===== src/rtl/bsup_pkg.sv =====
package bsup_pkg;

    typedef enum logic [2:0] {
        ST_DIS   = 3'd0,
        ST_UVLO  = 3'd1,
        ST_HOT   = 3'd2,
        ST_LATCH = 3'd3,
        ST_RAMP  = 3'd4,
        ST_RUN   = 3'd5
    } sup_state_e;

endpackage


===== src/rtl/bsup_sync.sv =====
module bsup_sync #(
    parameter int N = 7
) (
    input  logic         clk,
    input  logic         rst_n,
    input  logic [N-1:0] d_i,
    output logic [N-1:0] q_o
);

    typedef struct packed {
        logic [N-1:0] s1;
        logic [N-1:0] s2;
    } sync_t;

    sync_t sy_d, sy_q;

    always_comb begin
        sy_d    = sy_q;
        sy_d.s1 = d_i;
        sy_d.s2 = sy_q.s1;
    end

    always_ff @(posedge clk or negedge rst_n) begin
        if (!rst_n) sy_q <= '0;
        else        sy_q <= sy_d;
    end

    assign q_o = sy_q.s2;

endmodule


===== src/rtl/bsup_qual.sv =====
module bsup_qual #(
    parameter int LIMIT = 475
) (
    input  logic clk,
    input  logic rst_n,
    input  logic arm_i,
    input  logic flag_i,
    output logic expired_o
);

    localparam int CW = $clog2(LIMIT + 1);

    logic [CW-1:0] cnt_d, cnt_q;

    always_comb begin
        cnt_d = cnt_q;
        if (!(arm_i && flag_i))          cnt_d = '0;
        else if (cnt_q != CW'(LIMIT))    cnt_d = cnt_q + 1'b1;
    end

    always_ff @(posedge clk or negedge rst_n) begin
        if (!rst_n) cnt_q <= '0;
        else        cnt_q <= cnt_d;
    end

    assign expired_o = (cnt_q == CW'(LIMIT));

    // expiry only follows a cycle in which the flag was armed and set
    qual_src_chk: assert property (@(posedge clk) disable iff (!rst_n)
        expired_o |-> $past(arm_i && flag_i));

endmodule


===== src/rtl/bsup_occ.sv =====
module bsup_occ #(
    parameter int LIMIT = 9
) (
    input  logic clk,
    input  logic rst_n,
    input  logic arm_i,
    input  logic tick_i,
    input  logic ilim_i,
    output logic hit_o
);

    localparam int CW = $clog2(LIMIT + 1);

    logic [CW-1:0] run_d, run_q;

    always_comb begin
        run_d = run_q;
        if (!arm_i) begin
            run_d = '0;
        end else if (tick_i) begin
            if (!ilim_i)                     run_d = '0;
            else if (run_q != CW'(LIMIT))    run_d = run_q + 1'b1;
        end
    end

    always_ff @(posedge clk or negedge rst_n) begin
        if (!rst_n) run_q <= '0;
        else        run_q <= run_d;
    end

    assign hit_o = (run_q == CW'(LIMIT));


    occ_rise_chk: assert property (@(posedge clk) disable iff (!rst_n)
        $rose(hit_o) |-> $past(tick_i && ilim_i));


    occ_range_chk: assert property (@(posedge clk) disable iff (!rst_n)
        run_q <= CW'(LIMIT));

endmodule


===== src/rtl/buck_fault_seq.sv =====
module buck_fault_seq
    import bsup_pkg::*;
#(
    parameter int REF_W    = 8,
    parameter int SS_STEP  = 294,
    parameter int PG_DLY   = 325000,
    parameter int OV_DLY   = 475,
    parameter int UV_DLY   = 600,
    parameter int OC_LIMIT = 9
) (
    input  logic             clk,
    input  logic             rst_n,
    input  logic             en_a,
    input  logic             vin_ok_a,
    input  logic             vcc_ok_a,
    input  logic             ov_a,
    input  logic             uv_a,
    input  logic             ilim_a,
    input  logic             hot_a,
    input  logic             cyc_tick,
    output logic             stage_en,
    output logic             sw_hiz,
    output logic             dischg,
    output logic [REF_W-1:0] ref_code,
    output logic             pg_pulldown
);

    localparam int                STP_W   = $clog2(SS_STEP + 1);
    localparam int                PG_W    = $clog2(PG_DLY + 1);
    localparam logic [REF_W-1:0]  REF_TOP = {REF_W{1'b1}};
    localparam int                NSYNC   = 7;

    typedef struct packed {
        sup_state_e        st;
        logic              latch;
        logic [REF_W-1:0]  refc;
        logic [STP_W-1:0]  stp;
        logic [PG_W-1:0]   pgc;
        logic              pg_ok;
        logic              en_p;
        logic              vin_p;
        logic              vcc_p;
    } sup_regs_t;

    sup_regs_t r_d, r_q;

    // synchronized flags
    logic [NSYNC-1:0] raw_vec, syn_vec;
    logic en_s, vin_s, vcc_s, ov_s, uv_s, ilim_s, hot_s;

    assign raw_vec = {hot_a, ilim_a, uv_a, ov_a, vcc_ok_a, vin_ok_a, en_a};
    assign {hot_s, ilim_s, uv_s, ov_s, vcc_s, vin_s, en_s} = syn_vec;

    bsup_sync #(.N(NSYNC)) u_sync (
        .clk   (clk),
        .rst_n (rst_n),
        .d_i   (raw_vec),
        .q_o   (syn_vec)
    );

    logic active, running, ov_exp, uv_exp, oc_hit;

    assign active  = (r_q.st == ST_RAMP) || (r_q.st == ST_RUN);
    assign running = (r_q.st == ST_RUN);

    bsup_qual #(.LIMIT(OV_DLY)) u_ov_qual (
        .clk       (clk),
        .rst_n     (rst_n),
        .arm_i     (active),
        .flag_i    (ov_s),
        .expired_o (ov_exp)
    );

    bsup_qual #(.LIMIT(UV_DLY)) u_uv_qual (
        .clk       (clk),
        .rst_n     (rst_n),
        .arm_i     (running),
        .flag_i    (uv_s),
        .expired_o (uv_exp)
    );

    bsup_occ #(.LIMIT(OC_LIMIT)) u_occ (
        .clk    (clk),
        .rst_n  (rst_n),
        .arm_i  (active),
        .tick_i (cyc_tick),
        .ilim_i (ilim_s),
        .hit_o  (oc_hit)
    );

    logic chg;
    assign chg = (en_s ^ r_q.en_p) | (vin_s ^ r_q.vin_p) | (vcc_s ^ r_q.vcc_p);

    always_comb begin
        r_d       = r_q;
        r_d.en_p  = en_s;
        r_d.vin_p = vin_s;
        r_d.vcc_p = vcc_s;

        // latch: any change of enable or a rail wins over a new fault
        if (chg) r_d.latch = 1'b0;
        else     r_d.latch = r_q.latch | (active & (ov_exp | uv_exp | oc_hit));

        // power-good delay counted from enable
        if (!en_s)                          r_d.pgc = '0;
        else if (r_q.pgc != PG_W'(PG_DLY))  r_d.pgc = r_q.pgc + 1'b1;

        // state selection in priority order
        if (!en_s)                r_d.st = ST_DIS;
        else if (!(vin_s && vcc_s)) r_d.st = ST_UVLO;
        else if (r_d.latch)       r_d.st = ST_LATCH;
        else if (hot_s)           r_d.st = ST_HOT;
        else begin
            case (r_q.st)
                ST_RAMP: r_d.st = (r_q.refc == REF_TOP) ? ST_RUN : ST_RAMP;
                ST_RUN:  r_d.st = ST_RUN;
                default: r_d.st = ST_RAMP;
            endcase
        end

        // reference ramp
        if (r_d.st == ST_RAMP && r_q.st == ST_RAMP) begin
            if (r_q.stp == STP_W'(SS_STEP - 1)) begin
                r_d.stp  = '0;
                r_d.refc = r_q.refc + 1'b1;
            end else begin
                r_d.stp  = r_q.stp + 1'b1;
            end
        end else if (r_d.st == ST_RUN) begin
            r_d.stp  = '0;
            r_d.refc = REF_TOP;
        end else begin
            r_d.stp  = '0;
            r_d.refc = '0;
        end

        r_d.pg_ok = (r_d.st == ST_RUN) && (r_d.pgc == PG_W'(PG_DLY)) && !ov_s && !uv_s;
    end

    always_ff @(posedge clk or negedge rst_n) begin
        if (!rst_n) begin
            r_q       <= '0;
            r_q.st    <= ST_DIS;
        end else begin
            r_q       <= r_d;
        end
    end

    assign stage_en    = active;
    assign sw_hiz      = (r_q.st == ST_UVLO) || (r_q.st == ST_HOT) || (r_q.st == ST_LATCH);
    assign dischg      = (r_q.st == ST_DIS);
    assign ref_code    = r_q.refc;
    assign pg_pulldown = !r_q.pg_ok;


    ramp_step_chk: assert property (@(posedge clk) disable iff (!rst_n)
        (r_q.st == ST_RAMP && $past(r_q.st == ST_RAMP)) |->
        (r_q.refc == $past(r_q.refc) || r_q.refc == $past(r_q.refc) + 1'b1));


    pg_run_chk: assert property (@(posedge clk) disable iff (!rst_n)
        r_q.pg_ok |-> (stage_en && r_q.pgc == PG_W'(PG_DLY)));


    dis_dischg_chk: assert property (@(posedge clk) disable iff (!rst_n)
        !en_s |=> dischg);


    ov_off_chk: assert property (@(posedge clk) disable iff (!rst_n)
        ov_exp |=> !stage_en);


    latch_hold_chk: assert property (@(posedge clk) disable iff (!rst_n)
        (r_q.latch && !chg) |=> r_q.latch);

endmodule


===== config.mk =====
export PLATFORM = sky130hd
export DESIGN_NAME = buck_fault_seq
export DESIGN_NICKNAME = d
export VERILOG_FILES = /design/src/rtl/bsup_pkg.sv /design/src/rtl/bsup_sync.sv /design/src/rtl/bsup_qual.sv /design/src/rtl/bsup_occ.sv /design/src/rtl/buck_fault_seq.sv
export SDC_FILE = /design/constraint.sdc
export NUM_CORES = 1
export LEC_CHECK = 0
export CAP_MARGIN = 20
export CORE_MARGIN = 2
export CORE_UTILIZATION = 40
export CTS_CLUSTER_DIAMETER = 150
export CTS_CLUSTER_SIZE = 25
export DETAILED_ROUTE_END_ITERATION = 8
export DONT_BUFFER_PORTS = 1
export PLACE_DENSITY = 0.62
export SYNTH_ARGS = -nofsm -noshare
export SYNTH_HDL_FRONTEND = slang
export SYNTH_SLANG_ARGS = --single-unit
export TNS_END_PERCENT = 20

===== constraint.sdc =====
create_clock -name clk -period 2.55 [get_ports clk]
set_input_delay 0 -clock clk [delete_from_list [all_inputs] [get_ports clk]]
set_output_delay 0 -clock clk [all_outputs]
set_load 0.005 [all_outputs]

Word-level counts from Yosys, hierarchy flattened
Cells that the tools add are included.
{"block": "classes", "reduce_logical": 15, "n_addsub": 6, "n_eq_ne": 22, "n_bitwise": 9, "muxes": 21}
{"op": "19-bit 2-to-1 mux", "count": 2}
{"op": "17-bit 2-to-1 mux", "count": 2}
{"op": "9-bit 2-to-1 mux", "count": 3}
{"op": "10-bit 2-to-1 mux", "count": 2}
{"op": "19-bit by 1-bit adder with 19-bit output, second input constant", "count": 1}
{"op": "19-bit equality test, second input constant", "count": 1}
{"op": "19-bit inequality test, second input constant", "count": 1}
{"op": "9-bit by 1-bit adder with 9-bit output, second input constant", "count": 2}
{"op": "9-bit equality test, second input constant", "count": 2}
{"op": "4-bit 2-to-1 mux", "count": 4}
{"op": "3-bit equality test, second input constant", "count": 4}
{"op": "3-bit 2-to-1 mux", "count": 4}
{"op": "10-bit by 1-bit adder with 10-bit output, second input constant", "count": 1}
{"op": "10-bit equality test, second input constant", "count": 1}
{"op": "10-bit inequality test, second input constant", "count": 1}
{"op": "9-bit inequality test, second input constant", "count": 1}
{"op": "8-bit by 1-bit adder with 8-bit output, second input constant", "count": 1}
{"op": "8-bit equality test, second input constant", "count": 1}
{"op": "8-bit 2-to-1 mux", "count": 1}
{"op": "1-bit logical AND", "count": 7}
{"op": "3-bit by 2-bit equality test with 1-bit output, second input constant", "count": 2}
{"op": "2-bit inequality test, second input constant", "count": 3}
{"op": "1-bit OR", "count": 5}
{"op": "4-bit by 1-bit adder with 4-bit output, second input constant", "count": 1}
{"op": "13 further kinds", "count": 20}
{"block": "totals", "output_inout_bits": 12, "wordCells": 87, "in_bits": 10, "regBits": 81}

Depth between registers and ports, before layout
Gate-level depths: netlist of the first run.
{"block": "depth", "depth_word": 13, "ltp_mapped": 9, "mapped_depth_nobuf": 8}

Modules after synthesis
From an unflattened synthesis of the first run, not the netlist that was laid out.
{"block": "unflattened", "hier_cells": 391, "hier_area_um2": 4045.1}
{"mod": "buck_fault_seq", "cells_each": 244, "seq_area_each_um2": 1101.1, "area_per_inst_um2": 2423.6, "n_inst": 1}
{"mod": "bsup_qual (u_uv_qual)", "cells_each": 57, "seq_area_each_um2": 250.2, "area_per_inst_um2": 543.0, "n_inst": 1}
{"mod": "bsup_qual (u_ov_qual)", "cells_each": 47, "seq_area_each_um2": 225.2, "area_per_inst_um2": 454.2, "n_inst": 1}
{"mod": "bsup_sync", "cells_each": 14, "seq_area_each_um2": 350.3, "area_per_inst_um2": 350.3, "n_inst": 1}
{"mod": "bsup_occ", "cells_each": 29, "seq_area_each_um2": 100.1, "area_per_inst_um2": 274.0, "n_inst": 1}

Least setup slack after synthesis of the first run
OpenSTA, ideal clock, no wires.
{"block": "synth_path", "path_kind": "register -> register", "from": "register u_uv_qual.cnt_q[0]", "to": "register r_q, in the netlist ref_code[3]", "n_path_buf": 0, "t_arrival_ps": 2072, "setup_slack_ps": 348, "period_less_slack_ps": 2202, "required_time_ps": 2420, "setup_time_ps": 130, "path_stages_with_launch": 9, "cell_sequence": "dfrtp_1 inv_1 ha_1 nand4b_1 nor3_2 o41a_4 or4b_4 o22ai_1 a22oi_1"}
{"element": "start: declaration", "line": "bsup_qual.sv:13", "text": "logic [CW-1:0] cnt_d, cnt_q;"}
{"element": "start signal: assignment", "line": "bsup_qual.sv:23", "text": "else cnt_q <= cnt_d;"}
{"element": "end signal: assignment", "line": "buck_fault_seq.sv:145", "text": "r_q <= r_d;"}
{"element": "end: declaration", "line": "buck_fault_seq.sv:45", "text": "sup_regs_t r_d, r_q;"}

==> metrics.txt, run 1 <==
# TYPE chip_impl_metric gauge
chip_impl_metric{name="hold_viol_final",unit=""} 0
chip_impl_metric{name="postSynthCellCount",unit=""} 399
chip_impl_metric{name="core_area",unit="um2"} 9730
chip_impl_metric{name="io-pin-count",unit=""} 22
chip_impl_info{name="yosys_most_used_dff",value="sky130_fd_sc_hd__dfrtp_1"} 1
chip_impl_metric{name="cts_setup_buffers",unit=""} 0
chip_impl_metric{name="worst_hold_path.num_cells",unit=""} 4
chip_impl_metric{name="cts_made_buffers",unit=""} 9
chip_impl_metric{name="dp_cells",unit=""} 527
chip_impl_metric{name="netSwitchingPower",unit="W"} 0.000533
chip_impl_metric{name="synth.net_count",unit=""} 419
chip_impl_metric{name="dpl-instance-area",unit="um2"} 4140
chip_impl_metric{name="crit_path_largest_cell_delay",unit="ps"} 590
chip_impl_metric{name="drt_first_iter_violations",unit=""} 176
chip_impl_info{name="element_type_at_the_critical_path_start",value="register"} 1
chip_impl_metric{name="synth.avg_cell_area",unit="um2"} 10.0
chip_impl_metric{name="yosys_warnings",unit=""} 0
chip_impl_metric{name="wl",unit="mm"} 7.66
chip_impl_metric{name="layout.nets",unit=""} 435
chip_impl_metric{name="final.min_clock_period",unit="ps"} 2350
chip_impl_metric{name="routed_wire_length_per_instance",unit="um"} 13.8
chip_impl_metric{name="worstSkewPairLatency",unit="ps"} 360
chip_impl_metric{name="pwr-share-comb",unit=""} 0.037
chip_impl_info{name="crit-reg2reg-capture",value="ref_code[3]$_DFFE_PN0P_"} 1
chip_impl_metric{name="vdd.ir_drop.worst",unit="V"} 0.000455
chip_impl_metric{name="yosys_register_bits",unit=""} 81
chip_impl_metric{name="p_int",unit="W"} 0.00192
chip_impl_metric{name="first_pass_iters",unit=""} 4
chip_impl_info{name="crit-reg2reg-launch",value="u_uv_qual.cnt_q[0]$_DFFE_PN0P_"} 1
chip_impl_metric{name="seqCellArea",unit="um2"} 2030
chip_impl_metric{name="detail-route-antenna-nets",unit=""} 0
chip_impl_metric{name="slew_headroom",unit=""} 0.608
chip_impl_metric{name="remaining_design_rule_violation_count",unit=""} 0
chip_impl_info{name="rsz0062_at_grt",value="no"} 1
chip_impl_metric{name="skew",unit="ps"} 8.73
chip_impl_metric{name="crit_fanout",unit=""} 8
chip_impl_metric{name="final.hold.worst_slack",unit="ps"} 49.5
chip_impl_metric{name="cts-resized-gates",unit=""} 0
chip_impl_metric{name="synth_area",unit="um2"} 4010
chip_impl_metric{name="final_design_area_no_fill",unit="um2"} 4490
chip_impl_metric{name="first_global_vias",unit=""} 2813
chip_impl_metric{name="met3WireLength",unit="um"} 298
chip_impl_info{name="timing.critical_path.max_delay_family",value="simple AND/OR/NAND/NOR gates"} 1
chip_impl_metric{name="met2_wirelength",unit="mm"} 3.52
chip_impl_metric{name="place_congestion",unit=""} 0.820
chip_impl_metric{name="clock_tree.buffer_depth",unit=""} 2
chip_impl_metric{name="drv.max_cap_violation_count",unit=""} 0
chip_impl_metric{name="setup_violations",unit=""} 0
chip_impl_metric{name="reg2regPathDepth",unit=""} 8
chip_impl_metric{name="drt-met1-wl",unit="mm"} 3.75
chip_impl_metric{name="fin_cells",unit=""} 553
chip_impl_info{name="cp_max_stage_cell",value="sky130_fd_sc_hd__or4b_4"} 1
chip_impl_info{name="class_of_the_tightest_hold_or_removal_check",value="input port to register"} 1
chip_impl_metric{name="viasPerCell",unit=""} 5.21
chip_impl_info{name="layout_commonest_cell",value="sky130_fd_sc_hd__dfrtp_1"} 1
chip_impl_metric{name="vias",unit=""} 2880
chip_impl_metric{name="detailedPlacementHpwl",unit="mm"} 5.31
chip_impl_metric{name="diodes",unit=""} 0
chip_impl_metric{name="total_count_of_max_transition_violations_in_the_final_report",unit=""} 0
chip_impl_metric{name="filler_cell_count",unit=""} 926
chip_impl_metric{name="post_route_cells_drive_above_1_share",unit=""} 0.0952
chip_impl_metric{name="maximum_number_of_pins_on_one_net_before_global_route_repair",unit=""} 82
chip_impl_metric{name="fp.dieArea",unit="um2"} 10800
chip_impl_info{name="layout.cells.most_common_list",value="sky130_fd_sc_hd__dfrtp_1, sky130_fd_sc_hd__nor2_1, sky130_fd_sc_hd__nand2_1"} 1
chip_impl_metric{name="multi_input_comb_area",unit="um2"} 1830
chip_impl_metric{name="p_seq_frac",unit=""} 0.540
chip_impl_metric{name="worstPathArrival",unit="ps"} 2580
chip_impl_metric{name="p_leak",unit="nW"} 1.87
chip_impl_metric{name="number_of_h_tree_levels",unit=""} 3
chip_impl_metric{name="rows",unit=""} 36
chip_impl_metric{name="overflow",unit=""} 0
chip_impl_metric{name="synth_sequential_area_ratio",unit=""} 0.506
chip_impl_info{name="worst-setup-path-type",value="register to register"} 1
chip_impl_metric{name="antenna_found_initial",unit=""} 0
chip_impl_metric{name="ff2ff_setup_slack",unit="ps"} 200
chip_impl_metric{name="cts.clk_slew.worst_paths",unit="ps"} 80
chip_impl_info{name="hold_path_end",value="u_occ.run_q[1]$_DFFE_PN0P_"} 1
chip_impl_metric{name="floorplan.initialDensity",unit=""} 0.412
chip_impl_metric{name="die_x",unit="um"} 104
chip_impl_metric{name="cp_data_required_time",unit="ps"} 2780
chip_impl_metric{name="tightest_slew",unit="ps"} 583
chip_impl_metric{name="async_reset_ff_frac",unit=""} 1.00
chip_impl_metric{name="cts.sinks",unit=""} 81
chip_impl_info{name="cts_root_buf",value="sky130_fd_sc_hd__clkbuf_8"} 1
chip_impl_info{name="worstPathCellList",value="inv_1, ha_1, nand4b_1, nor3_2, o41a_4, or4b_4, o22ai_1, a22oi_1"} 1
chip_impl_metric{name="synth_cell_type_count",unit=""} 52
chip_impl_info{name="crit_path_start",value="u_uv_qual.cnt_q[0]$_DFFE_PN0P_"} 1
chip_impl_metric{name="numPortBuffers",unit=""} 0
chip_impl_info{name="top_signal_layer_used",value="met4"} 1
chip_impl_metric{name="critical_path.n_buffers_inverters",unit=""} 1
chip_impl_info{name="cp-end-kind",value="register"} 1
chip_impl_metric{name="groute.usage.overall",unit=""} 0.153
chip_impl_metric{name="tns",unit="ps"} 0
chip_impl_metric{name="switching_share",unit=""} 0.217
chip_impl_info{name="hold_path_startpoint",value="cyc_tick"} 1
chip_impl_metric{name="grt_first_pass_wirelength",unit="mm"} 13.4
chip_impl_info{name="run_status",value="complete, no violations"} 1
chip_impl_metric{name="synth_enable_flop_cells",unit=""} 0
chip_impl_metric{name="die_height",unit="um"} 104
chip_impl_info{name="tritoncts_clock_tree",value="yes"} 1
chip_impl_metric{name="finalCritPeriodShare",unit=""} 0.923
chip_impl_metric{name="synthToLayoutAreaGrowth",unit="%"} 12.1
chip_impl_metric{name="clockPowerShare",unit=""} 0.423
chip_impl_metric{name="power_density",unit="nW/um2"} 546
chip_impl_metric{name="max_freq",unit="MHz"} 425
## through the flow
stage          power (W)  setup slack [ps]   util
2_1_floorplan    0.00138               348      -
3_3_place_gp     0.00140               259  0.426
3_5_place_dp     0.00140               222  0.426
4_1_cts          0.00250               195  0.461
5_1_grt          0.00258              73.0  0.461
6_report         0.00245               196  0.461
## flip-flops by register name (all words and copies together), names as in the netlist
| signal | count |
|---|---|
| u_occ.run_q | 4 |
| ref_code | 8 |
| u_ov_qual.cnt_q | 9 |
| u_sync.q_o | 7 |
| u_uv_qual.cnt_q | 10 |
| r_q | 36 |
| u_sync.sy_d | 7 |
## cell families (layout without fill, tap and decap cells)
kind of cell / count (synthesis) / count (layout) / share of synthesized area
compound gates: 61 / 61 / 0.0950
mux: 2 / 2 / 0.00500
flops: 81 / 81 / 0.506
xor+xnor: 33 / 33 / 0.0722
simple gates: 183 / 183 / 0.254
buf+inv: 29 / 50 / 0.0369
fa+ha+maj: 10 / 10 / 0.0312
## layer usage
layer / GRT usage / up-vias
met5: 0 / -
met4: 0.0569 / 0
met3: 0.0482 / 10
met2: 0.236 / 48
met1: 0.203 / 1393
li1: - / 1429
## final cells by class
cell class | count | area share
sequential | 81 | 0.452
inverter | 16 | 0.0134
timing repair buffer | 18 | 0.0396
tap | 133 | 0.0371
clock buffer | 10 | 0.0307
clock inverter | 6 | 0.0201
multi-input combinational | 289 | 0.408
## worst min-delay path: stages
cell,delay [ps]
sky130_fd_sc_hd__o21ai_0,120
sky130_fd_sc_hd__nor3b_1,70
sky130_fd_sc_hd__a21oi_1,120
sky130_fd_sc_hd__nor2_1,50
## Yosys cell counts, drive strengths merged (2+ instances only)
library cell | instances | share of area
dfrtp | 81 | 0.51
nor2 | 50 | 0.047
nand2 | 28 | 0.027
a21oi | 21 | 0.027
nand3 | 20 | 0.025
xor2 | 20 | 0.044
o21ai | 19 | 0.024
inv | 16 | 0.015
xnor2 | 13 | 0.028
nand4 | 12 | 0.019
and3 | 11 | 0.017
buf | 10 | 0.019
ha | 10 | 0.031
nor3 | 9 | 0.012
or3 | 8 | 0.012
nand2b | 7 | 0.011
and2 | 6 | 0.0094
a31oi | 5 | 0.0078
nor2b | 5 | 0.0078
nor4 | 5 | 0.012
and4 | 4 | 0.0087
clkbuf | 3 | 0.0028
nor3b | 3 | 0.0056
o211a | 3 | 0.0075
o22ai | 3 | 0.0047
o31ai | 3 | 0.0056
or4 | 3 | 0.0066
mux2i | 2 | 0.0050
nand4b | 2 | 0.0044
nand4bb | 2 | 0.0056
nor4b | 2 | 0.0081
or2 | 2 | 0.0031
or4b | 2 | 0.0059
## worst max path at each step
stage	to	depth (start not counted)	slack, ps
floorplan	ref_code[3]$_DFFE_PN0P_	8	350
detailed placement	ref_code[2]$_DFFE_PN0P_	8	220
finish	ref_code[3]$_DFFE_PN0P_	8	200
CTS	ref_code[3]$_DFFE_PN0P_	8	190
global placement	r_q[3]$_DFF_PN0_	7	260
global route	r_q[3]$_DFF_PN0_	7	70
## what timing repair did
action,CTS,global route
endpoints found under the setup margin,0,0
hold endpoints to repair,92,0
hold buffers,10,0
## power by group through the flow
stage               logic (W)  clock network [W]  registers (W)
global placement    0.0000497                  0        0.00135
detailed placement  0.0000505                  0        0.00135
finish              0.0000910            0.00104        0.00132
floorplan           0.0000383                  0        0.00134
global route         0.000106            0.00115        0.00133
CTS                 0.0000938            0.00109        0.00132
(Power assumes the default switching activity.)
==> inputs of run 2 (changes only) <==
--- a/config.mk
+++ b/config.mk
@@ -7,12 +7,13 @@
 export LEC_CHECK = 0
 export CAP_MARGIN = 20
 export CORE_MARGIN = 2
-export CORE_UTILIZATION = 40
+export CORE_UTILIZATION = 50
 export CTS_CLUSTER_DIAMETER = 150
 export CTS_CLUSTER_SIZE = 25
 export DETAILED_ROUTE_END_ITERATION = 8
 export DONT_BUFFER_PORTS = 1
-export PLACE_DENSITY = 0.62
+export PLACE_DENSITY = 0.73
+export RECOVER_POWER = 100
 export SYNTH_ARGS = -nofsm -noshare
 export SYNTH_HDL_FRONTEND = slang
 export SYNTH_SLANG_ARGS = --single-unit
==> constraint.sdc (replaced) <==
create_clock -name clk -period 2.55 [get_ports clk]
set_input_delay 0.1275 -clock clk [delete_from_list [all_inputs] [get_ports clk]]
set_output_delay 0.1275 -clock clk [all_outputs]
set_load 0.005 [all_outputs]
==> metrics.txt, run 2 (same netlist as run 1, synthesis figures left out) <==
# TYPE chip_impl_metric gauge
chip_impl_metric{name="filler_cell_count",unit=""} 689
chip_impl_metric{name="groute.usage.overall",unit=""} 0.194
chip_impl_metric{name="fp.dieArea",unit="um2"} 8740
chip_impl_metric{name="vdd.ir_drop.worst",unit="V"} 0.000287
chip_impl_metric{name="routed_wire_length_per_instance",unit="um"} 15.1
chip_impl_info{name="crit-reg2reg-capture",value="ref_code[2]$_DFFE_PN0P_"} 1
chip_impl_metric{name="clock_tree.buffer_depth",unit=""} 2
chip_impl_info{name="hold_path_startpoint",value="cyc_tick"} 1
chip_impl_metric{name="seqCellArea",unit="um2"} 2030
chip_impl_metric{name="hold_viol_final",unit=""} 0
chip_impl_metric{name="synthToLayoutAreaGrowth",unit="%"} 9.18
chip_impl_metric{name="finalWorstSetupSlack",unit="ps"} 183
chip_impl_info{name="cts_root_buf",value="sky130_fd_sc_hd__clkbuf_8"} 1
chip_impl_metric{name="cts.sinks",unit=""} 81
chip_impl_metric{name="worstSkewPairLatency",unit="ps"} 350
chip_impl_metric{name="rows",unit=""} 32
chip_impl_info{name="hold_path_end",value="u_occ.run_q[0]$_DFFE_PN0P_"} 1
chip_impl_info{name="run_status",value="finished with violations"} 1
chip_impl_metric{name="post_cts_hold_buffer_count",unit=""} 10
chip_impl_metric{name="core_area",unit="um2"} 7730
chip_impl_metric{name="slew_headroom",unit=""} -0.269
chip_impl_metric{name="wl",unit="mm"} 7.83
chip_impl_info{name="tritoncts_clock_tree",value="yes"} 1
chip_impl_metric{name="die_x",unit="um"} 93.5
chip_impl_metric{name="antenna_found_initial",unit=""} 0
chip_impl_info{name="layout_commonest_cell",value="sky130_fd_sc_hd__dfrtp_1"} 1
chip_impl_metric{name="numPortBuffers",unit=""} 0
chip_impl_metric{name="cts_made_buffers",unit=""} 9
chip_impl_metric{name="finalCritPeriodShare",unit=""} 0.928
chip_impl_metric{name="die_height",unit="um"} 93.5
chip_impl_info{name="layout.cells.most_common_list",value="sky130_fd_sc_hd__dfrtp_1, sky130_fd_sc_hd__nor2_1, sky130_fd_sc_hd__nand2_1"} 1
chip_impl_metric{name="total_count_of_max_transition_violations_in_the_final_report",unit=""} 82
chip_impl_metric{name="first_global_vias",unit=""} 2919
chip_impl_metric{name="place_congestion",unit=""} 0.866
chip_impl_metric{name="worst_hold_path.num_cells",unit=""} 3
chip_impl_metric{name="multi_input_comb_area",unit="um2"} 1820
chip_impl_info{name="crit-reg2reg-launch",value="u_uv_qual.cnt_q[0]$_DFFE_PN0P_"} 1
chip_impl_metric{name="skew",unit="ps"} 11.7
chip_impl_metric{name="viasPerCell",unit=""} 5.64
chip_impl_metric{name="detailedPlacementHpwl",unit="mm"} 5.47
chip_impl_metric{name="maximum_number_of_pins_on_one_net_before_global_route_repair",unit=""} 82
chip_impl_metric{name="pre_cts_slack",unit="ps"} 218
chip_impl_metric{name="cts.clk_slew.worst_paths",unit="ps"} 80
chip_impl_metric{name="tns",unit="ps"} 0
chip_impl_metric{name="post_route_cells_drive_above_1_share",unit=""} 0.0791
chip_impl_metric{name="final.min_clock_period",unit="ps"} 2370
chip_impl_metric{name="cts_setup_buffers",unit=""} 0
chip_impl_metric{name="crit_fanout",unit=""} 8
chip_impl_metric{name="floorplan.initialDensity",unit=""} 0.518
chip_impl_metric{name="detail-route-antenna-nets",unit=""} 0
chip_impl_metric{name="worstPathArrival",unit="ps"} 2610
chip_impl_metric{name="setup_violations",unit=""} 0
chip_impl_metric{name="remaining_design_rule_violation_count",unit=""} 0
chip_impl_metric{name="max_freq",unit="MHz"} 422
chip_impl_metric{name="cts-resized-gates",unit=""} 0
chip_impl_info{name="largestRegisters",value="r_q (36), u_uv_qual.cnt_q (10), u_ov_qual.cnt_q (9)"} 1
chip_impl_metric{name="diodes",unit=""} 0
chip_impl_info{name="element_type_at_the_critical_path_start",value="register"} 1
chip_impl_metric{name="number_of_h_tree_levels",unit=""} 3
chip_impl_info{name="class_of_the_tightest_hold_or_removal_check",value="input port to register"} 1
chip_impl_metric{name="ff2ff_setup_slack",unit="ps"} 180
chip_impl_metric{name="layout.nets",unit=""} 434
chip_impl_metric{name="p_leak",unit="nW"} 1.83
chip_impl_info{name="rsz0062_at_grt",value="no"} 1
chip_impl_info{name="worst-setup-path-type",value="register to register"} 1
chip_impl_metric{name="vias",unit=""} 2927
chip_impl_metric{name="largest_reg_flops",unit=""} 36
chip_impl_metric{name="tightest_slew",unit="ps"} 1900
chip_impl_metric{name="drt_first_iter_violations",unit=""} 170
chip_impl_info{name="violated_checks",value="capacitance limit, slew limit"} 1
chip_impl_metric{name="grt_first_pass_wirelength",unit="mm"} 13.3
chip_impl_info{name="cp-end-kind",value="register"} 1
chip_impl_metric{name="reg2regPathDepth",unit=""} 8
chip_impl_metric{name="drv.max_cap_violation_count",unit=""} 1
chip_impl_metric{name="io-pin-count",unit=""} 22
chip_impl_metric{name="first_pass_iters",unit=""} 4
chip_impl_metric{name="cp_data_required_time",unit="ps"} 2790
chip_impl_metric{name="power_density",unit="nW/um2"} 544
chip_impl_metric{name="overflow",unit=""} 0
chip_impl_info{name="regMostFlops",value="r_q"} 1
[run 2: changes by cell type in the layout (fill, tap and decap cells not counted), moves of 2 or more]
cell / previous run / this run
sky130_fd_sc_hd__buf_4: 8 / 5
sky130_fd_sc_hd__and2_0: 0 / 5
sky130_fd_sc_hd__and2_1: 6 / 1
sky130_fd_sc_hd__clkbuf_1: 0 / 2
sky130_fd_sc_hd__clkbuf_2: 0 / 2
[run 2: layout make-up]
cell class / count / share of cell area
flip-flops and latches: 81 / 0.464
repair buffers: 17 / 0.0323
multi-input cells: 289 / 0.416
inverters: 16 / 0.0137
well taps: 102 / 0.0292
clock inverters: 4 / 0.0160
clock buffers: 10 / 0.0292
[run 2: through the flow]
step	total power, W	hold WS, ps	area (um2)	util	instances
floorplan	0.00138	-168	4010	-	399
global placement	0.00140	-164	4100	0.530	495
detailed placement	0.00140	-164	4100	0.530	495
CTS	0.00241	20.1	4410	0.571	519
global route	0.00247	41.3	4370	0.566	519
finish	0.00238	27.7	4370	0.566	519
[run 2: where the power goes]
| part | total [W] | switching [W] | internal, W |
|---|---|---|---|
| sequential | 0.00132 | 0.0000193 | 0.00130 |
| combinational | 0.0000844 | 0.0000546 | 0.0000298 |
| clock | 0.000973 | 0.000435 | 0.000538 |
[run 2: how the worst max path moves through the flow]
stage          slack, ps                       to  cells after the start                           start
2_1_floorplan        350  ref_code[3]$_DFFE_PN0P_                      8  u_uv_qual.cnt_q[0]$_DFFE_PN0P_
3_3_place_gp         300  ref_code[3]$_DFFE_PN0P_                      8  u_uv_qual.cnt_q[0]$_DFFE_PN0P_
3_5_place_dp         220  ref_code[2]$_DFFE_PN0P_                      8  u_uv_qual.cnt_q[0]$_DFFE_PN0P_
4_1_cts              210  ref_code[2]$_DFFE_PN0P_                      8  u_uv_qual.cnt_q[0]$_DFFE_PN0P_
5_1_grt               50  ref_code[2]$_DFFE_PN0P_                      8         ref_code[0]$_DFFE_PN0P_
6_report             180  ref_code[2]$_DFFE_PN0P_                      8  u_uv_qual.cnt_q[0]$_DFFE_PN0P_
[run 2: routing by layer]
metal	part of all wire	global-route usage	vias to the layer above
met5	0	0	-
met4	0.020	0.0833	0
met3	0.034	0.0387	13
met2	0.49	0.305	52
met1	0.46	0.262	1442
li1	-	-	1420
[run 2: worst max-delay path: stages (launching register included)]
cell	delay, ps
sky130_fd_sc_hd__dfrtp_1	370
sky130_fd_sc_hd__inv_1	80
sky130_fd_sc_hd__ha_1	200
sky130_fd_sc_hd__nand4b_1	80
sky130_fd_sc_hd__nor3_1	120
sky130_fd_sc_hd__o41a_4	550
sky130_fd_sc_hd__or4b_4	600
sky130_fd_sc_hd__o22ai_1	180
sky130_fd_sc_hd__a21oi_1	90
